<file path="config.mk">
export PLATFORM = sky130hd
export DESIGN_NAME = usb_tx_framer
export DESIGN_NICKNAME = d
export VERILOG_FILES = /design/src/rtl/usb_tx_pkg.sv /design/src/rtl/usb_tx_start_gate.sv /design/src/rtl/usb_tx_hold.sv /design/src/rtl/usb_tx_serial.sv /design/src/rtl/usb_tx_line.sv /design/src/rtl/usb_tx_framer.sv
export SDC_FILE = /design/constraint.sdc
export NUM_CORES = 1
export LEC_CHECK = 0
export ABC_AREA = 0
export ABC_CLOCK_PERIOD_IN_PS = 5100
export BUFFER_PORTS_ARGS = -buffer_cell sky130_fd_sc_hd__clkbuf_2
export CORE_MARGIN = 1
export CORE_UTILIZATION = 40
export DETAILED_ROUTE_END_ITERATION = 8
export GPL_TIMING_DRIVEN = 1
export PLACE_DENSITY = 0.56
export SETUP_SLACK_MARGIN = 0.3
export SYNTH_ARGS = -nofsm -noshare
export SYNTH_HDL_FRONTEND = slang
export SYNTH_SLANG_ARGS = --single-unit
</file>
<file path="constraint.sdc">
create_clock -name clk_i -period 5.1 [get_ports clk_i]
set_input_delay 0.255 -clock clk_i [delete_from_list [all_inputs] [get_ports clk_i]]
set_output_delay 0.255 -clock clk_i [all_outputs]
set_load 0.05 [all_outputs]
</file>
<file path="src/rtl/usb_tx_pkg.sv">
package usb_tx_pkg;

  typedef enum logic [1:0] {
    OPM_NORMAL  = 2'd0,
    OPM_NODRIVE = 2'd1,
    OPM_RAW     = 2'd2,
    OPM_RSVD    = 2'd3
  } opmode_e;

  typedef enum logic [1:0] {
    SYM_IDLE,
    SYM_BIT,
    SYM_SE0,
    SYM_J
  } sym_kind_e;

  typedef enum logic [2:0] {
    FR_IDLE,
    FR_DATA,
    FR_END,
    FR_SE0B,
    FR_JST
  } fr_state_e;

  typedef struct packed {
    sym_kind_e kind;
    logic      bit_v;
    logic      raw;
    logic      drive;
  } sym_t;

endpackage

</file>
<file path="src/rtl/usb_tx_start_gate.sv">
module usb_tx_start_gate #(
  parameter int GUARD_CYC = 5
) (
  input  logic clk_i,
  input  logic rst_ni,
  input  logic tx_valid_i,
  output logic start_o
);
  localparam int CW = $clog2(GUARD_CYC + 2);

  logic [CW-1:0] cnt_q;
  logic          vld_q;
  logic          done;

  assign done    = (cnt_q == CW'(GUARD_CYC));
  assign start_o = done && tx_valid_i && !vld_q;

  always_ff @(posedge clk_i or negedge rst_ni) begin
    if (!rst_ni) begin
      cnt_q <= '0;
      vld_q <= 1'b0;
    end else begin
      vld_q <= tx_valid_i;
      if (!done) cnt_q <= cnt_q + CW'(1);
    end
  end

endmodule

</file>
<file path="src/rtl/usb_tx_hold.sv">
module usb_tx_hold #(
  parameter int DATA_W = 8
) (
  input  logic              clk_i,
  input  logic              rst_ni,
  input  logic              tx_valid_i,
  input  logic [DATA_W-1:0] tx_data_i,
  input  logic              accept_en_i,
  input  logic              take_i,
  output logic              tx_ready_o,
  output logic              full_o,
  output logic [DATA_W-1:0] data_o
);
  logic              full_q;
  logic [DATA_W-1:0] data_q;

  assign tx_ready_o = tx_valid_i && accept_en_i && !full_q;
  assign full_o     = full_q;
  assign data_o     = data_q;

  always_ff @(posedge clk_i or negedge rst_ni) begin
    if (!rst_ni) begin
      full_q <= 1'b0;
      data_q <= '0;
    end else if (tx_ready_o) begin
      data_q <= tx_data_i;
      full_q <= 1'b1;
    end else if (take_i) begin
      full_q <= 1'b0;
    end
  end

  assert_take_full_R4: assert property (@(posedge clk_i) disable iff (!rst_ni)
    take_i |-> full_q);

  assert_hold_kept_R4: assert property (@(posedge clk_i) disable iff (!rst_ni)
    (full_q && !take_i) |=> (full_q && $stable(data_q)));

endmodule

</file>
<file path="src/rtl/usb_tx_serial.sv">
module usb_tx_serial
  import usb_tx_pkg::*;
#(
  parameter int DATA_W    = 8,
  parameter int STUFF_RUN = 6
) (
  input  logic              clk_i,
  input  logic              rst_ni,
  input  logic              bit_en_i,
  input  logic              start_i,
  input  logic [1:0]        mode_i,
  input  logic              hold_full_i,
  input  logic [DATA_W-1:0] hold_data_i,
  output logic              take_o,
  output logic              accept_en_o,
  output sym_t              sym_o
);
  localparam int BCW = $clog2(DATA_W);
  localparam int OCW = $clog2(STUFF_RUN + 1);
  localparam logic [DATA_W-1:0] SYNC_PAT = {1'b1, {(DATA_W-1){1'b0}}};

  fr_state_e         state_q;
  opmode_e           mode_q;
  logic [DATA_W-1:0] sr_q;
  logic [BCW-1:0]    bcnt_q;
  logic [OCW-1:0]    ones_q;

  logic stuff_en, stuff_now, last_bit;

  assign stuff_en    = (mode_q != OPM_RAW);
  assign stuff_now   = stuff_en && (ones_q == OCW'(STUFF_RUN));
  assign last_bit    = (bcnt_q == BCW'(DATA_W - 1));
  assign accept_en_o = (state_q == FR_DATA);
  assign take_o      = bit_en_i && (state_q == FR_DATA) && !stuff_now && last_bit && hold_full_i;

  always_comb begin
    sym_o.kind  = SYM_IDLE;
    sym_o.bit_v = 1'b0;
    sym_o.raw   = (mode_q == OPM_RAW);
    sym_o.drive = (mode_q != OPM_NODRIVE);
    case (state_q)
      FR_DATA: begin
        sym_o.kind  = SYM_BIT;
        sym_o.bit_v = stuff_now ? 1'b0 : sr_q[0];
      end
      FR_END:  sym_o.kind = stuff_now ? SYM_BIT : SYM_SE0;
      FR_SE0B: sym_o.kind = SYM_SE0;
      FR_JST:  sym_o.kind = SYM_J;
      default: sym_o.kind = SYM_IDLE;
    endcase
  end

  always_ff @(posedge clk_i or negedge rst_ni) begin
    if (!rst_ni) begin
      state_q <= FR_IDLE;
      mode_q  <= OPM_NORMAL;
      sr_q    <= '0;
      bcnt_q  <= '0;
      ones_q  <= '0;
    end else if (state_q == FR_IDLE) begin
      if (start_i) begin
        state_q <= FR_DATA;
        mode_q  <= opmode_e'(mode_i);
        sr_q    <= SYNC_PAT;
        bcnt_q  <= '0;
        ones_q  <= '0;
      end
    end else if (bit_en_i) begin
      case (state_q)
        FR_DATA: begin
          if (stuff_now) begin
            ones_q <= '0;
          end else begin
            ones_q <= (sr_q[0] && stuff_en) ? ones_q + OCW'(1) : '0;
            if (last_bit) begin
              if (hold_full_i) begin
                sr_q   <= hold_data_i;
                bcnt_q <= '0;
              end else begin
                state_q <= FR_END;
              end
            end else begin
              sr_q   <= sr_q >> 1;
              bcnt_q <= bcnt_q + BCW'(1);
            end
          end
        end
        FR_END: begin
          if (stuff_now) ones_q <= '0;
          else           state_q <= FR_SE0B;
        end
        FR_SE0B: state_q <= FR_JST;
        default: state_q <= FR_IDLE;
      endcase
    end
  end

  // a stuffed bit must not advance the byte
  assert_stuff_holds_R5: assert property (@(posedge clk_i) disable iff (!rst_ni)
    (bit_en_i && state_q == FR_DATA && stuff_now) |=> ($stable(sr_q) && $stable(bcnt_q)));

  assert_mode_held_R11: assert property (@(posedge clk_i) disable iff (!rst_ni)
    (state_q != FR_IDLE) |=> $stable(mode_q));

endmodule

</file>
<file path="src/rtl/usb_tx_line.sv">
module usb_tx_line
  import usb_tx_pkg::*;
(
  input  logic clk_i,
  input  logic rst_ni,
  input  logic bit_en_i,
  input  sym_t sym_i,
  output logic line_dat_o,
  output logic line_se0_o,
  output logic line_oe_o
);
  logic dat_q, se0_q, oe_q;

  assign line_dat_o = dat_q;
  assign line_se0_o = se0_q;
  assign line_oe_o  = oe_q;

  always_ff @(posedge clk_i or negedge rst_ni) begin
    if (!rst_ni) begin
      dat_q <= 1'b1;
      se0_q <= 1'b0;
      oe_q  <= 1'b0;
    end else if (bit_en_i) begin
      case (sym_i.kind)
        SYM_BIT: begin
          se0_q <= 1'b0;
          oe_q  <= sym_i.drive;
          if (sym_i.raw) dat_q <= sym_i.bit_v;
          else if (!sym_i.bit_v) dat_q <= ~dat_q;
        end
        SYM_SE0: begin
          dat_q <= 1'b0;
          se0_q <= 1'b1;
          oe_q  <= sym_i.drive;
        end
        SYM_J: begin
          dat_q <= 1'b1;
          se0_q <= 1'b0;
          oe_q  <= sym_i.drive;
        end
        default: begin
          dat_q <= 1'b1;
          se0_q <= 1'b0;
          oe_q  <= 1'b0;
        end
      endcase
    end
  end

  assert_line_stable_R12: assert property (@(posedge clk_i) disable iff (!rst_ni)
    !bit_en_i |=> $stable({dat_q, se0_q, oe_q}));

  assert_se0_low_R7: assert property (@(posedge clk_i) disable iff (!rst_ni)
    se0_q |-> !dat_q);

  assert_nodrive_R8: assert property (@(posedge clk_i) disable iff (!rst_ni)
    (bit_en_i && !sym_i.drive) |=> !oe_q);

endmodule

</file>
<file path="src/rtl/usb_tx_framer.sv">
module usb_tx_framer
  import usb_tx_pkg::*;
#(
  parameter int DATA_W    = 8,
  parameter int STUFF_RUN = 6,
  parameter int GUARD_CYC = 5
) (
  input  logic              clk_i,
  input  logic              rst_ni,
  input  logic              bit_en_i,
  input  logic [1:0]        mode_i,
  input  logic              tx_valid_i,
  input  logic [DATA_W-1:0] tx_data_i,
  output logic              tx_ready_o,
  output logic              line_dat_o,
  output logic              line_se0_o,
  output logic              line_oe_o
);
  logic              start, take, accept_en, hold_full;
  logic [DATA_W-1:0] hold_data;
  sym_t              sym;

  usb_tx_start_gate #(.GUARD_CYC(GUARD_CYC)) u_gate (
    .clk_i      (clk_i),
    .rst_ni     (rst_ni),
    .tx_valid_i (tx_valid_i),
    .start_o    (start)
  );

  usb_tx_hold #(.DATA_W(DATA_W)) u_hold (
    .clk_i       (clk_i),
    .rst_ni      (rst_ni),
    .tx_valid_i  (tx_valid_i),
    .tx_data_i   (tx_data_i),
    .accept_en_i (accept_en),
    .take_i      (take),
    .tx_ready_o  (tx_ready_o),
    .full_o      (hold_full),
    .data_o      (hold_data)
  );

  usb_tx_serial #(.DATA_W(DATA_W), .STUFF_RUN(STUFF_RUN)) u_ser (
    .clk_i       (clk_i),
    .rst_ni      (rst_ni),
    .bit_en_i    (bit_en_i),
    .start_i     (start),
    .mode_i      (mode_i),
    .hold_full_i (hold_full),
    .hold_data_i (hold_data),
    .take_o      (take),
    .accept_en_o (accept_en),
    .sym_o       (sym)
  );

  usb_tx_line u_line (
    .clk_i      (clk_i),
    .rst_ni     (rst_ni),
    .bit_en_i   (bit_en_i),
    .sym_i      (sym),
    .line_dat_o (line_dat_o),
    .line_se0_o (line_se0_o),
    .line_oe_o  (line_oe_o)
  );

endmodule

</file>
Word-level counts from Yosys, hierarchy flattened
Index checks and enable logic that the tools add are counted.
{"block": "word_totals", "input_bits": 14, "ff_bits": 35, "out_inout_bits": 4, "elab_cells": 101}
{"block": "classes", "reduce_logical": 24, "mux": 39, "bitwise": 1, "n_eq_ne": 22, "add_sub_neg": 3}
{"cell": "$mux W3", "n": 19}
{"cell": "$mux W8", "n": 7}
{"cell": "$eq A3 B3 Y1 const B", "n": 4}
{"cell": "$ne A3 B3 Y1 const B", "n": 4}
{"cell": "$logic_and A1 B1 Y1", "n": 10}
{"cell": "$add A3 B1 Y3 const B", "n": 3}
{"cell": "$pmux W3 S3", "n": 1}
{"cell": "$mux W1", "n": 8}
{"cell": "$pmux W2 S4", "n": 1}
{"cell": "$eq A2 B2 Y1 const B", "n": 3}
{"cell": "$eq A3 B2 Y1 const B", "n": 2}
{"cell": "$ne A2 B2 Y1 const B", "n": 3}
{"cell": "$ne A3 B1 Y1 const B", "n": 2}
{"cell": "$pmux W3 S2", "n": 1}
{"cell": "$reduce_and A6 Y1", "n": 1}
{"cell": "$reduce_bool A2 Y1", "n": 3}
{"cell": "$reduce_and A5 Y1", "n": 1}
{"cell": "$reduce_and A2 Y1", "n": 2}
{"cell": "$reduce_and A4 Y1", "n": 1}
{"cell": "$eq A3 B1 Y1 const B", "n": 1}
{"cell": "$logic_not A1 Y1", "n": 3}
{"cell": "$logic_not A3 Y1", "n": 1}
{"cell": "$ne A3 B2 Y1 const B", "n": 1}
{"cell": "$reduce_bool A3 Y1", "n": 1}
{"cell": "other kinds (6)", "n": 6}

Depth between registers and ports, before layout
{"block": "depth", "ltp_word": 8, "depth_mapped": 8, "ltp_nobuf": 6}

Hierarchy
From an unflattened synthesis, not the netlist that was laid out.
{"block": "unflattened", "cells_unflattened": 175, "hier_area_um2": 1910.6}
{"mod": "usb_tx_serial", "seq_area_each_um2": 475.5, "n_inst": 1, "area_each_um2": 1194.9, "cells_per_inst": 124}
{"mod": "usb_tx_hold", "seq_area_each_um2": 225.2, "n_inst": 1, "area_each_um2": 389.1, "cells_per_inst": 22}
{"mod": "usb_tx_start_gate", "seq_area_each_um2": 100.1, "n_inst": 1, "area_each_um2": 181.4, "cells_per_inst": 14}
{"mod": "usb_tx_line", "seq_area_each_um2": 76.3, "n_inst": 1, "area_each_um2": 145.1, "cells_per_inst": 15}

Least setup slack after synthesis
No wires, ideal clock.
{"block": "synth_timing", "kind": "register to register", "from": "reg u_ser.state_q[1]", "to": "reg u_hold.data_q[0] (netlist: u_hold.data_o[0])", "synth_period_minus_slack_ps": 2185, "required_ps": 4975, "path_buffers": 1, "slack_ps": 2915, "setup_time_ps": 125, "path_stages_with_launch": 6, "arrival_time_ps": 2060, "cell_sequence": "dfrtp_1 -> buf_2 -> nor3b_1 -> nand2_1 -> nor2_2 -> mux2_2"}
{"block": "synth_via", "elab_chain_cells": 3}
{"item": "start: declaration", "line_no": "usb_tx_serial.sv:22", "source": "fr_state_e state_q;"}
{"item": "start signal: assignment", "line_no": "usb_tx_serial.sv:55", "source": "state_q <= FR_IDLE;"}
{"item": "start signal: assignment", "line_no": "usb_tx_serial.sv:62", "source": "state_q <= FR_DATA;"}
{"item": "start signal: assignment", "line_no": "usb_tx_serial.sv:80", "source": "state_q <= FR_END;"}
{"item": "$eq A3 B1 Y1", "line_no": "usb_tx_serial.sv:33", "source": "assign accept_en_o = (state_q == FR_DATA);"}
{"item": "$logic_and A1 B1 Y1 (2 in series)", "line_no": "usb_tx_hold.sv:17", "source": "assign tx_ready_o = tx_valid_i && accept_en_i && !full_q;"}
{"item": "named net tx_ready_o", "line_no": "usb_tx_framer.sv:14", "source": "output logic tx_ready_o,"}
{"item": "end signal: assignment", "line_no": "usb_tx_hold.sv:26", "source": "data_q <= tx_data_i;"}
{"item": "end: declaration", "line_no": "usb_tx_hold.sv:15", "source": "logic [DATA_W-1:0] data_q;"}
The timed path passes the listed nets, and every way through them passes these cells.
A chain may end at the register's enable or synchronous reset.

Worst setup path in the final report
{"block": "layout_timing", "from": "reg u_ser.state_q[0]", "to": "out tx_ready_o"}
{"block": "layout_via", "elab_chain_cells": 3}
{"item": "$eq A3 B1 Y1", "line_no": "usb_tx_serial.sv:33"}
{"item": "$logic_and A1 B1 Y1 (2 in series)", "line_no": "usb_tx_hold.sv:17"}
{"item": "end: declaration", "line_no": "usb_tx_framer.sv:14"}
No other way between the ends.

==> results.ini <==
[floorplanning]
rows=24
dieArea_um2=4770
coreArea_um2=4320
die_w_um=69.1
die_h_um=69.1
initial_core_util_pct=41.6
ios=18

[pwr]
p_int_mw=0.603
pwr-share-comb_pct=32.0
switching_power_mw=0.294
finalPower_mw=0.898
power.density_nw_per_um2=451
switching_share_pct=32.8
clockPowerShare_pct=20.9
power_frac_seq_pct=47.2
vdd_drop_max_uv=223
p_leak_nw=0.896

[sta]
period_needed_ns=2.50
finalClockSkew_ns=0.00476
tightest_slew_ns=0.877
finalMaxSlewViolations=0
min_period_over_period_pct=48.9
maxSlewHeadroom_pct=41.6
rsz0062_at_grt=no
setup_viol=0
setup_ws_ns=2.60
setup_tns_ns=0
hold_viol=0
hold-worst-slack_ns=0.0806
fmax_mhz=401

[hold_path]
holdCritPathClass=in2async

[global_routing]
grt_max_degree=36
antenna_found_initial=0
grt_pass1_wl_mm=5.62
grt_pass1_vias=1254
track_usage_pct=15.0
grt-ovfl-total=0

[critical_path]
crit_chain=nor3b_1 -> nand2_1 -> nor2_2 -> clkbuf_2
cpPeakStageDelay_ns=0.53
critPathSlowestCell=dfrtp_1
worstPathArrival_ns=2.24
cp_max_fo=13
crit_path_start_kind=flop
crit_path_end_kind=output pin
crit_type=reg2out
worstPathRequired_ns=4.85
rrSetupSlack_ns=2.92

[drt]
viasPerCell=5.38
vias=1232
drc=0
drtIter0Drc=101
ant_nets=0
drtPass1Iterations=4
wl_per_cell_um=14.0
wl_mm=3.21

[place]
placed_cells_incl_taps=221
dpl.hpwl_mm=2.22
gp_congestion=0.817
pre_cts_ws_ns=2.86
place_area_um2=1910
io_buffers=17

[layout]
fin_util_pct=46.0
drive_gt1_share_pct=24.3
synthToLayoutAreaGrowth_pct=10.6
num_antenna_cells=0
final_nets=196
fin_area_um2=1990
final_cells=229

[clocking]
worst_skew_pair.late_latency_ns=0.28
clk_pin_slew_ns=0.07
cts_root_buffer=clkbuf_8
post_cts_resized=0
post_cts_buffers=0
cts_buffer_depth=2
h-tree-depth=2
cts_tree=yes
cts_inserted_buffers=5
clkSinkCount=35
cts.hold.buffers_added=0

[logic_synthesis]
synthAdderAreaFrac_pct=4.17
syn_avg_cell_area_um2=11.3
synth_mux_area_share_pct=17.5
yosys.cell_types.count=41
synthCells=159
synth_top_family_by_area=multiplexers
synth_warnings=0
synth_nets=179
synth_compound_gate_area_share_pct=10.2
synth-seq-cells=35
netlist_area_um2=1800
yosysSeqAreaShare_pct=48.7
synth-xor-area-share_pct=0.487
yosys.area_share.simple_pct=14.5

[status]
status=completed

[run]
max-cap-violations=0

## area by class of cell
cell class	count	area (um2)
repair buffers	18	92.6
inverters	8	30.0
clock inverters	1	5.00
multi-input cells	108	843
flip-flops and latches	35	877
fillers	425	2330
well taps	52	65.1
clock buffers	7	76.3
## cell usage in the layout (no fill, tap or decap), drive strengths merged, types with 2 or more instances in the layout
cell,netlist,routed
a32o,2,2
o21ai,7,7
or4b,2,2
nand2b,3,3
nand3,2,2
dfrtp,34,34
ha,6,6
mux2i,18,18
nor2b,3,3
nand2,20,20
inv,8,8
clkbuf,2,24
nand4,2,2
nor3,2,2
a21oi,5,5
nor2,7,7
mux2,11,11
o2111ai,2,2
## critical path: cells and delay by family (launching register included)
family        cells  cell delay (ns)
buf+inv           1             0.37
flops             1             0.53
simple gates      3             1.05
## worst paths after layout
path                       depth (start not counted)             start                to
setup / recovery                                   4  u_ser.state_q[0]        tx_ready_o
hold / removal                                     1            rst_ni   u_ser.mode_q[0]
setup reg to reg                                   4  u_ser.state_q[0]   u_ser.ones_q[1]
hold reg to reg                                    1  u_hold.data_o[2]  u_hold.data_o[2]
max in group asynchronous                          1            rst_ni   u_ser.bcnt_q[0]
min in group clk_i                                 1        tx_valid_i      u_gate.vld_q
## kinds of logic after synthesis
logic type,after synthesis
compound gates,24
buf+inv,16
simple gates,48
fa+ha+maj,6
xor+xnor,1
flops,35
mux,29
## power by group through the flow
stage                     sequential (mW)  clock (mW)  combinational, mW
after CTS                           0.425       0.196              0.292
final                               0.423       0.187              0.287
after floorplan                     0.439           0              0.214
after global placement              0.428           0              0.286
after detailed placement            0.430           0              0.291
after global routing                0.436       0.207              0.318
## sequential cells by signal, summed over array words and instances (netlist names)
register           count
u_ser.mode_q           2
u_gate.vld_q           1
u_gate.cnt_q           3
u_line.line_se0_o      1
u_ser.bcnt_q           3
u_hold.full_o          1
u_ser.sr_q             8
u_line.line_dat_o      1
u_hold.data_o          8
u_line.line_oe_o       1
u_ser.state_q          3
u_ser.ones_q           3
## cell usage after synthesis
| cell | n | area, um2 |
|---|---|---|
| a22oi_2 | 1 | 12.5 |
| nand2_1 | 20 | 75.1 |
| nand2b_1 | 3 | 18.8 |
| a41oi_1 | 1 | 8.76 |
| or4_1 | 1 | 7.51 |
| nor2_1 | 6 | 22.5 |
| buf_6 | 2 | 22.5 |
| mux2_2 | 8 | 90.1 |
| o211ai_4 | 1 | 21.3 |
| o21ai_0 | 7 | 35.0 |
| or4b_4 | 1 | 13.8 |
| o2111ai_1 | 2 | 17.5 |
| mux2i_1 | 18 | 180 |
| xor2_1 | 1 | 8.76 |
| dfrtp_1 | 34 | 851 |
| a21oi_1 | 5 | 25.0 |
| nor2b_1 | 3 | 18.8 |
| o22ai_1 | 1 | 6.26 |
| mux2_4 | 3 | 45.0 |
| a32o_1 | 2 | 20.0 |
| buf_1 | 1 | 3.75 |
| nand3b_1 | 1 | 7.51 |
| nand4b_1 | 1 | 8.76 |
| buf_2 | 3 | 15.0 |
| o221a_1 | 1 | 11.3 |
| o2bb2ai_1 | 1 | 8.76 |
| inv_1 | 8 | 30.0 |
| nand4_1 | 2 | 12.5 |
| nor3b_1 | 1 | 7.51 |
| ha_1 | 6 | 75.1 |
| and4bb_2 | 1 | 12.5 |
| dfstp_2 | 1 | 26.3 |
| nor3_1 | 2 | 10.0 |
| o21bai_1 | 1 | 7.51 |
| nor4b_1 | 1 | 8.76 |
| or4b_2 | 1 | 10.0 |
| nor2_2 | 1 | 6.26 |
| clkbuf_1 | 2 | 7.51 |
| or3_4 | 1 | 11.3 |
| o221ai_1 | 1 | 8.76 |
| nand3_1 | 2 | 10.0 |
## layer usage
layer	global-route usage [%]	vias up	wire length, um
met5	0	-	0
li1	-	601	-
met3	5.12	5	121
met2	24.6	27	1580
met1	18.6	599	1470
met4	4.76	0	43
Note: power is estimated with default switching activity, not from simulation.
